File: config.mk
export PLATFORM = sky130hd
export DESIGN_NAME = pci_tgt_ctrl
export DESIGN_NICKNAME = d
export VERILOG_FILES = /design/src/rtl/pci_tgt_pkg.sv /design/src/rtl/pci_bus_track.sv /design/src/rtl/pci_tgt_fsm.sv /design/src/rtl/pci_tgt_drv.sv /design/src/rtl/pci_tgt_ctrl.sv
export SDC_FILE = /design/constraint.sdc
export NUM_CORES = 1
export LEC_CHECK = 0
export BUFFER_PORTS_ARGS = -buffer_cell sky130_fd_sc_hd__clkbuf_2
export CORE_AREA = 2 2 39 41
export DETAILED_ROUTE_END_ITERATION = 10
export DIE_AREA = 0 0 41 43
export HOLD_SLACK_MARGIN = 0.02
export PLACE_DENSITY_LB_ADDON = 0.2
export SLEW_MARGIN = 20
export SYNTH_ARGS = -nofsm -noshare
export SYNTH_HDL_FRONTEND = slang
export SYNTH_HIERARCHICAL = 1
export SYNTH_SLANG_ARGS = --single-unit
File: constraint.sdc
create_clock -name clk_i -period 1.5 [get_ports clk_i]
set_input_delay 0.15 -clock clk_i [delete_from_list [all_inputs] [get_ports clk_i]]
set_output_delay 0.15 -clock clk_i [all_outputs]
set_load 0.02 [all_outputs]
File: src/rtl/pci_tgt_pkg.sv
package pci_tgt_pkg;

  typedef enum logic [1:0] {
    ST_IDLE,
    ST_DEC,
    ST_XFER,
    ST_OFF
  } tgt_st_e;

  // asserted-high view of the target strobes and enables
  typedef struct packed {
    logic devsel;
    logic trdy;
    logic stop;
    logic ctl_oe;
    logic ad_oe;
  } strobe_t;

endpackage

File: src/rtl/pci_bus_track.sv
module pci_bus_track (
  input  logic clk_i,
  input  logic rst_ni,
  input  logic frame_ni,
  input  logic irdy_ni,
  output logic addr_ph_o
);

  logic idle_q;

  always_ff @(posedge clk_i or negedge rst_ni) begin
    if (!rst_ni) idle_q <= 1'b1;
    else         idle_q <= frame_ni & irdy_ni;
  end

  assign addr_ph_o = idle_q & ~frame_ni;


  addr_single_chk: assert property (@(posedge clk_i) disable iff (!rst_ni)
    addr_ph_o |=> !addr_ph_o);

endmodule

File: src/rtl/pci_tgt_fsm.sv
module pci_tgt_fsm
  import pci_tgt_pkg::*;
#(
  parameter int unsigned LVL_W = 2
) (
  input  logic             clk_i,
  input  logic             rst_ni,
  input  logic             addr_ph_i,
  input  logic             frame_ni,
  input  logic             irdy_ni,
  input  logic             hit_i,
  input  logic             rd_cmd_i,
  input  logic [LVL_W-1:0] rd_lvl_i,
  input  logic [LVL_W-1:0] wr_lvl_i,
  input  logic             fatal_i,
  input  strobe_t          cur_i,
  output strobe_t          nxt_o,
  output logic             rd_q_o,
  output logic             xfer_o
);

  localparam logic [LVL_W-1:0] LVL_NONE = '0;
  localparam logic [LVL_W-1:0] LVL_ONE  = LVL_W'(1);

  tgt_st_e          st_q, st_d;
  logic             rd_q;
  logic [LVL_W-1:0] lvl;
  logic             xfer, fin;
  logic [1:0]       pace;  // {trdy, stop}

  always_ff @(posedge clk_i or negedge rst_ni) begin
    if (!rst_ni) begin
      st_q <= ST_IDLE;
      rd_q <= 1'b0;
    end else begin
      st_q <= st_d;
      if (st_q == ST_IDLE && addr_ph_i) rd_q <= rd_cmd_i;
    end
  end

  assign lvl  = rd_q ? rd_lvl_i : wr_lvl_i;
  assign xfer = (st_q == ST_XFER) & cur_i.trdy & ~irdy_ni;
  // last phase completes: initiator done and target answered with data or stop
  assign fin  = (st_q == ST_XFER) & frame_ni & ~irdy_ni & (cur_i.trdy | cur_i.stop);

  always_comb begin
    if (lvl == LVL_NONE)     pace = 2'b01;
    else if (lvl == LVL_ONE) pace = {1'b1, ~frame_ni};
    else                     pace = 2'b10;
  end

  always_comb begin
    st_d  = st_q;
    nxt_o = cur_i;
    unique case (st_q)
      ST_IDLE: begin
        nxt_o = '0;
        if (addr_ph_i) st_d = ST_DEC;
      end
      ST_DEC: begin
        nxt_o = '0;
        if (hit_i) begin
          st_d         = ST_XFER;
          nxt_o.devsel = 1'b1;
          nxt_o.ctl_oe = 1'b1;
          nxt_o.ad_oe  = rd_q;
          {nxt_o.trdy, nxt_o.stop} = pace;
        end else begin
          st_d = ST_IDLE;
        end
      end
      ST_XFER: begin
        if (fin) begin
          st_d   = ST_OFF;
          nxt_o  = '0;
          nxt_o.ctl_oe = 1'b1;
        end else if (cur_i.stop) begin
          if (xfer) nxt_o.trdy = 1'b0;
        end else if (fatal_i) begin
          nxt_o.devsel = 1'b0;
          nxt_o.trdy   = 1'b0;
          nxt_o.stop   = 1'b1;
        end else if (xfer) begin
          {nxt_o.trdy, nxt_o.stop} = pace;
        end
      end
      ST_OFF: begin
        st_d  = ST_IDLE;
        nxt_o = '0;
      end
      default: begin
        st_d  = ST_IDLE;
        nxt_o = '0;
      end
    endcase
  end

  assign rd_q_o = rd_q;
  assign xfer_o = xfer;


  miss_idle_chk: assert property (@(posedge clk_i) disable iff (!rst_ni)
    (st_q == ST_DEC && !hit_i) |=> (st_q == ST_IDLE));


  off_once_chk: assert property (@(posedge clk_i) disable iff (!rst_ni)
    (st_q == ST_OFF) |=> (st_q == ST_IDLE));

endmodule

File: src/rtl/pci_tgt_drv.sv
module pci_tgt_drv
  import pci_tgt_pkg::*;
(
  input  logic    clk_i,
  input  logic    rst_ni,
  input  strobe_t nxt_i,
  output strobe_t cur_o,
  output logic    devsel_no,
  output logic    trdy_no,
  output logic    stop_no,
  output logic    ctl_oe_o,
  output logic    ad_oe_o
);

  strobe_t q;

  always_ff @(posedge clk_i or negedge rst_ni) begin
    if (!rst_ni) q <= '0;
    else         q <= nxt_i;
  end

  assign cur_o     = q;
  assign devsel_no = ~q.devsel;
  assign trdy_no   = ~q.trdy;
  assign stop_no   = ~q.stop;
  assign ctl_oe_o  = q.ctl_oe;
  assign ad_oe_o   = q.ad_oe;

endmodule

File: src/rtl/pci_tgt_ctrl.sv
module pci_tgt_ctrl
  import pci_tgt_pkg::*;
#(
  parameter int unsigned LVL_W = 2
) (
  input  logic             clk_i,
  input  logic             rst_ni,
  input  logic             frame_ni,
  input  logic             irdy_ni,
  input  logic             hit_i,
  input  logic             rd_cmd_i,
  input  logic [LVL_W-1:0] rd_lvl_i,
  input  logic [LVL_W-1:0] wr_lvl_i,
  input  logic             fatal_i,
  output logic             devsel_no,
  output logic             trdy_no,
  output logic             stop_no,
  output logic             ctl_oe_o,
  output logic             ad_oe_o,
  output logic             addr_le_o,
  output logic             wr_push_o,
  output logic             rd_pop_o
);

  logic    addr_ph, rd_q, xfer;
  strobe_t nxt, cur;

  pci_bus_track u_track (
    .clk_i     (clk_i),
    .rst_ni    (rst_ni),
    .frame_ni  (frame_ni),
    .irdy_ni   (irdy_ni),
    .addr_ph_o (addr_ph)
  );

  pci_tgt_fsm #(.LVL_W(LVL_W)) u_fsm (
    .clk_i     (clk_i),
    .rst_ni    (rst_ni),
    .addr_ph_i (addr_ph),
    .frame_ni  (frame_ni),
    .irdy_ni   (irdy_ni),
    .hit_i     (hit_i),
    .rd_cmd_i  (rd_cmd_i),
    .rd_lvl_i  (rd_lvl_i),
    .wr_lvl_i  (wr_lvl_i),
    .fatal_i   (fatal_i),
    .cur_i     (cur),
    .nxt_o     (nxt),
    .rd_q_o    (rd_q),
    .xfer_o    (xfer)
  );

  pci_tgt_drv u_drv (
    .clk_i     (clk_i),
    .rst_ni    (rst_ni),
    .nxt_i     (nxt),
    .cur_o     (cur),
    .devsel_no (devsel_no),
    .trdy_no   (trdy_no),
    .stop_no   (stop_no),
    .ctl_oe_o  (ctl_oe_o),
    .ad_oe_o   (ad_oe_o)
  );

  assign addr_le_o = addr_ph;
  assign wr_push_o = xfer & ~rd_q;
  assign rd_pop_o  = xfer &  rd_q;


  no_fast_claim_chk: assert property (@(posedge clk_i) disable iff (!rst_ni)
    addr_le_o |=> devsel_no);


  trdy_claimed_chk: assert property (@(posedge clk_i) disable iff (!rst_ni)
    !trdy_no |-> !devsel_no);


  stop_hold_chk: assert property (@(posedge clk_i) disable iff (!rst_ni)
    (!stop_no && !(frame_ni && !irdy_ni)) |=> !stop_no);


  release_high_chk: assert property (@(posedge clk_i) disable iff (!rst_ni)
    $fell(ctl_oe_o) |-> $past(devsel_no && trdy_no && stop_no));


  ad_read_only_chk: assert property (@(posedge clk_i) disable iff (!rst_ni)
    ad_oe_o |-> !wr_push_o);


  one_dir_chk: assert property (@(posedge clk_i) disable iff (!rst_ni)
    $onehot0({rd_pop_o, wr_push_o}));


  abort_no_data_chk: assert property (@(posedge clk_i) disable iff (!rst_ni)
    (!stop_no && devsel_no) |-> trdy_no);

endmodule

==> flow_summary.toml <==
[setup_path]
most_frequent_cell_on_the_critical_path = "and2b_2"
endpoint_kind = "primary output"
crit_path_max_fanout = 2
criticalPathCategory = "flop to primary output"
reg2reg_depth = 5
cp_data_required_time_ps = 1350
critical_path.max_stage_delay_ps = 380
timing.critical_path.arrival_ps = 1320
worstPathCellList = "and2b_2 > nand2_2 > nor2_2 > and2b_2 > buf_6"
cp-start-kind = "flop"
critical_path.slowest_cell = "dfrtp_1"

[synth]
synth_mux_area_share_pct = 5.910
synthesized_flop_and_latch_total = 9
synthTopCellsByArea = "dfrtp_1 38%, dfstp_2 5.0%, nand2b_1 4.7%, nand2_1 4.3%, o211ai_1 4.3%"
synth_compound_gate_area_share_pct = 16.78
synthesis.area_sq_um = 529.3
synth.net_count = 65
synthesis.area_per_instance_sq_um = 9.801
synth_largest_area_cell = "dfrtp_1"
yosys.area_share.adder_pct = 0
synth_xor_area_share_pct = 0
synth_top_area_share_pct = 37.83
synth_simple_gate_area_share_pct = 28.84
synth_top_family_by_area = "simple AND/OR/NAND/NOR gates"
synth_cells = 54
synth_sequential_area_ratio_pct = 42.79
netlist-cell-type-count = 27
synth-warning-count = 6

[die]
design.core.area_sq_um = 1384
placement_rows = 14
io_pins = 19
dieWidth_um = 41
die_height_um = 43
initial_util_pct = 38.25
die_area_sq_um = 1763

[cts]
tritoncts.num_buffers = 3
clock_insertion_delay_worst_skew_ps = 260
number_of_levels_in_the_clock_h_tree = 1
clkSlewWorstSetupHoldPaths_ps = 70
clk_root_buffer_cell = "clkbuf_4"
cts_sinks = 9
cts_max_path_buffers = 2
tritoncts = "done"

[sta]
worst-slew-pin-transition_ps = 273.5
grt_setup_unrepaired = "true"
finalMaxSlewViolations = 0
hold_worst_slack_ps = 112.4
final.period_utilization_pct = 98.10
fmax_ghz = 0.6796
max-slew-margin-rel_pct = 81.71
setup_viol_count_final = 0
timing.clock.skew_ps = 2.785
finalHoldViolCount = 0
finalWorstPathRequiredPeriod_ps = 1472
setup_tns_ps = 0

[place]
post_placement_cell_area_sq_um = 624.3
gp_congestion = 0.7292
hpwlAfterDp_um = 789.4
count_of_buffers_from_port_buffering = 18

[final_layout]
antenna_cells_inserted = 0
ratio_of_cells_with_drive_above_1_in_the_final_layout_pct = 47.50
areaGrowthSynthToFinish_pct = 35.70
finalInstanceArea_sq_um = 718.2
filler_cell_count = 143
layout.nets = 92
postLayoutCoreUtil_pct = 51.90

[detailed_routing]
drt_pre_antenna_iters = 4
drc_markers = 0
routedWlPerCell_um = 12.58
count_of_nets_left_with_antenna_violations_after_detail_routing = 0
vias = 516
wl_um = 1208
drtIter0Drc = 27
vias_per_cell = 5.375

[global_route]
pin_count_of_the_biggest_net_entering_global_routing = 10
grt_pass1_wl_um = 1828
antenna_found_initial = 0
global_route.usage.total_pct = 15.38
grt_remaining_overflow = 0
first_global_vias = 426

[status]
run_status = "finished clean"

[power]
p_leak_nw = 0.3615
power.density_cell_area_nw_per_um2 = 1264
worst_ir_drop_vdd_mv = 0.6358
totalPowerFinal_w = 0.0009077

[run]
max_cap_violations = 0

[worst_hold_path]
hold_class = "input port to flop"
min_delay_path_depth = 2
metrics by stage:
stage	setup slack, ps	std cells
2_1_floorplan	192.0	54
3_3_place_gp	183.2	86
3_5_place_dp	142.1	86
4_1_cts	-2.330	94
5_1_grt	-29.20	96
6_report	28.45	96
logic make-up (layout without fill, tap and decap cells):
family	after synthesis	in the layout
buffers and inverters	6	32
and+or+nand+nor	24	24
AOI/OAI and AO/OA	12	12
muxes	3	3
DFF	9	9
cell usage in the layout, fill, tap and decap left out, types with 2 or more instances in the layout:
cell and instances:
clkbuf_4 3, buf_6 2, and2b_2 3, o211ai_1 3, mux2i_1 2, buf_4 5
nand2_1 5, nand2b_1 4, clkbuf_2 16, nor2_1 2, inv_1 4, dfrtp_1 8
nor2_2 2, o21ai_0 2
final cells by class:
type | count | area [sq um] | area share (%)
inverter | 4 | 15.01 | 2.091
timing repair buffer | 24 | 150.1 | 20.91
clock buffer | 4 | 26.28 | 3.659
multi-input combinational | 39 | 280.3 | 39.02
tap | 16 | 20.02 | 2.787
sequential | 9 | 226.5 | 31.53
power by group:
group	leakage (nW)	internal (W)	switching [W]	total, W
registers	0.117	0.000295	0.0000623	0.000358
logic	0.229	0.000180	0.000174	0.000354
clock network	0.0150	0.000103	0.0000928	0.000196
total	0.362	0.000578	0.000329	0.000908
final timing paths:
kind / startpoint / to / slack (ps)
max in group asynchronous: rst_ni / u_track/idle_q$_DFF_PN1_ / 970
setup / recovery: u_fsm/st_q[0]$_DFFE_PN0P_ / wr_push_o / 30
hold reg to reg: u_drv/ad_oe_o$_DFF_PN0_ / u_drv/ad_oe_o$_DFF_PN0_ / 520
setup reg to reg: flop / u_drv/cur_o[3]$_DFF_PN0_ / 220
min in group asynchronous: rst_ni / u_drv/cur_o[3]$_DFF_PN0_ / 270
hold / removal: rd_cmd_i / u_fsm/rd_q_o$_DFFE_PN0P_ / 110
what timing repair did:
item,in CTS,in global routing
pin swaps,0,1
endpoints found under the hold margin,9,0
hold buffers,1,0
resized for setup,2,8
endpoints found under the setup margin,2,2
setup buffers,3,2
synth_stat cells:
| cell type | number |
|---|---|
| a21oi_1 | 1 |
| a41oi_1 | 1 |
| and2_2 | 2 |
| and2b_1 | 1 |
| and2b_2 | 2 |
| and3b_1 | 1 |
| buf_4 | 2 |
| dfrtp_1 | 8 |
| dfstp_2 | 1 |
| inv_1 | 4 |
| mux2_2 | 1 |
| mux2i_1 | 2 |
| nand2_1 | 6 |
| nand2b_1 | 4 |
| nand2b_4 | 1 |
| nand3b_1 | 1 |
| nand4b_1 | 1 |
| nor2_1 | 3 |
| nor2_2 | 1 |
| o2111ai_1 | 1 |
| o211ai_1 | 3 |
| o21ai_0 | 2 |
| o21ba_2 | 1 |
| o221ai_1 | 1 |
| o22ai_1 | 1 |
| o32ai_1 | 1 |
| or3b_1 | 1 |
worst max-delay path, delay by kind of cell (launching register included):
kind                   cells  cell delay [ps]
buffers and inverters      1              110
and+or+nand+nor            4              570
DFF                        1              380
routing by layer:
metal  vias to the layer above  track usage [%]  share of wire, %
li1                        241                -                 -
met1                       244            22.11                44
met2                        27            20.00                47
met3                         4            3.141               7.6
met4                         0            10.00              0.99
met5                         -                0                 0
No activity file was read; power rests on OpenSTA's default activity.
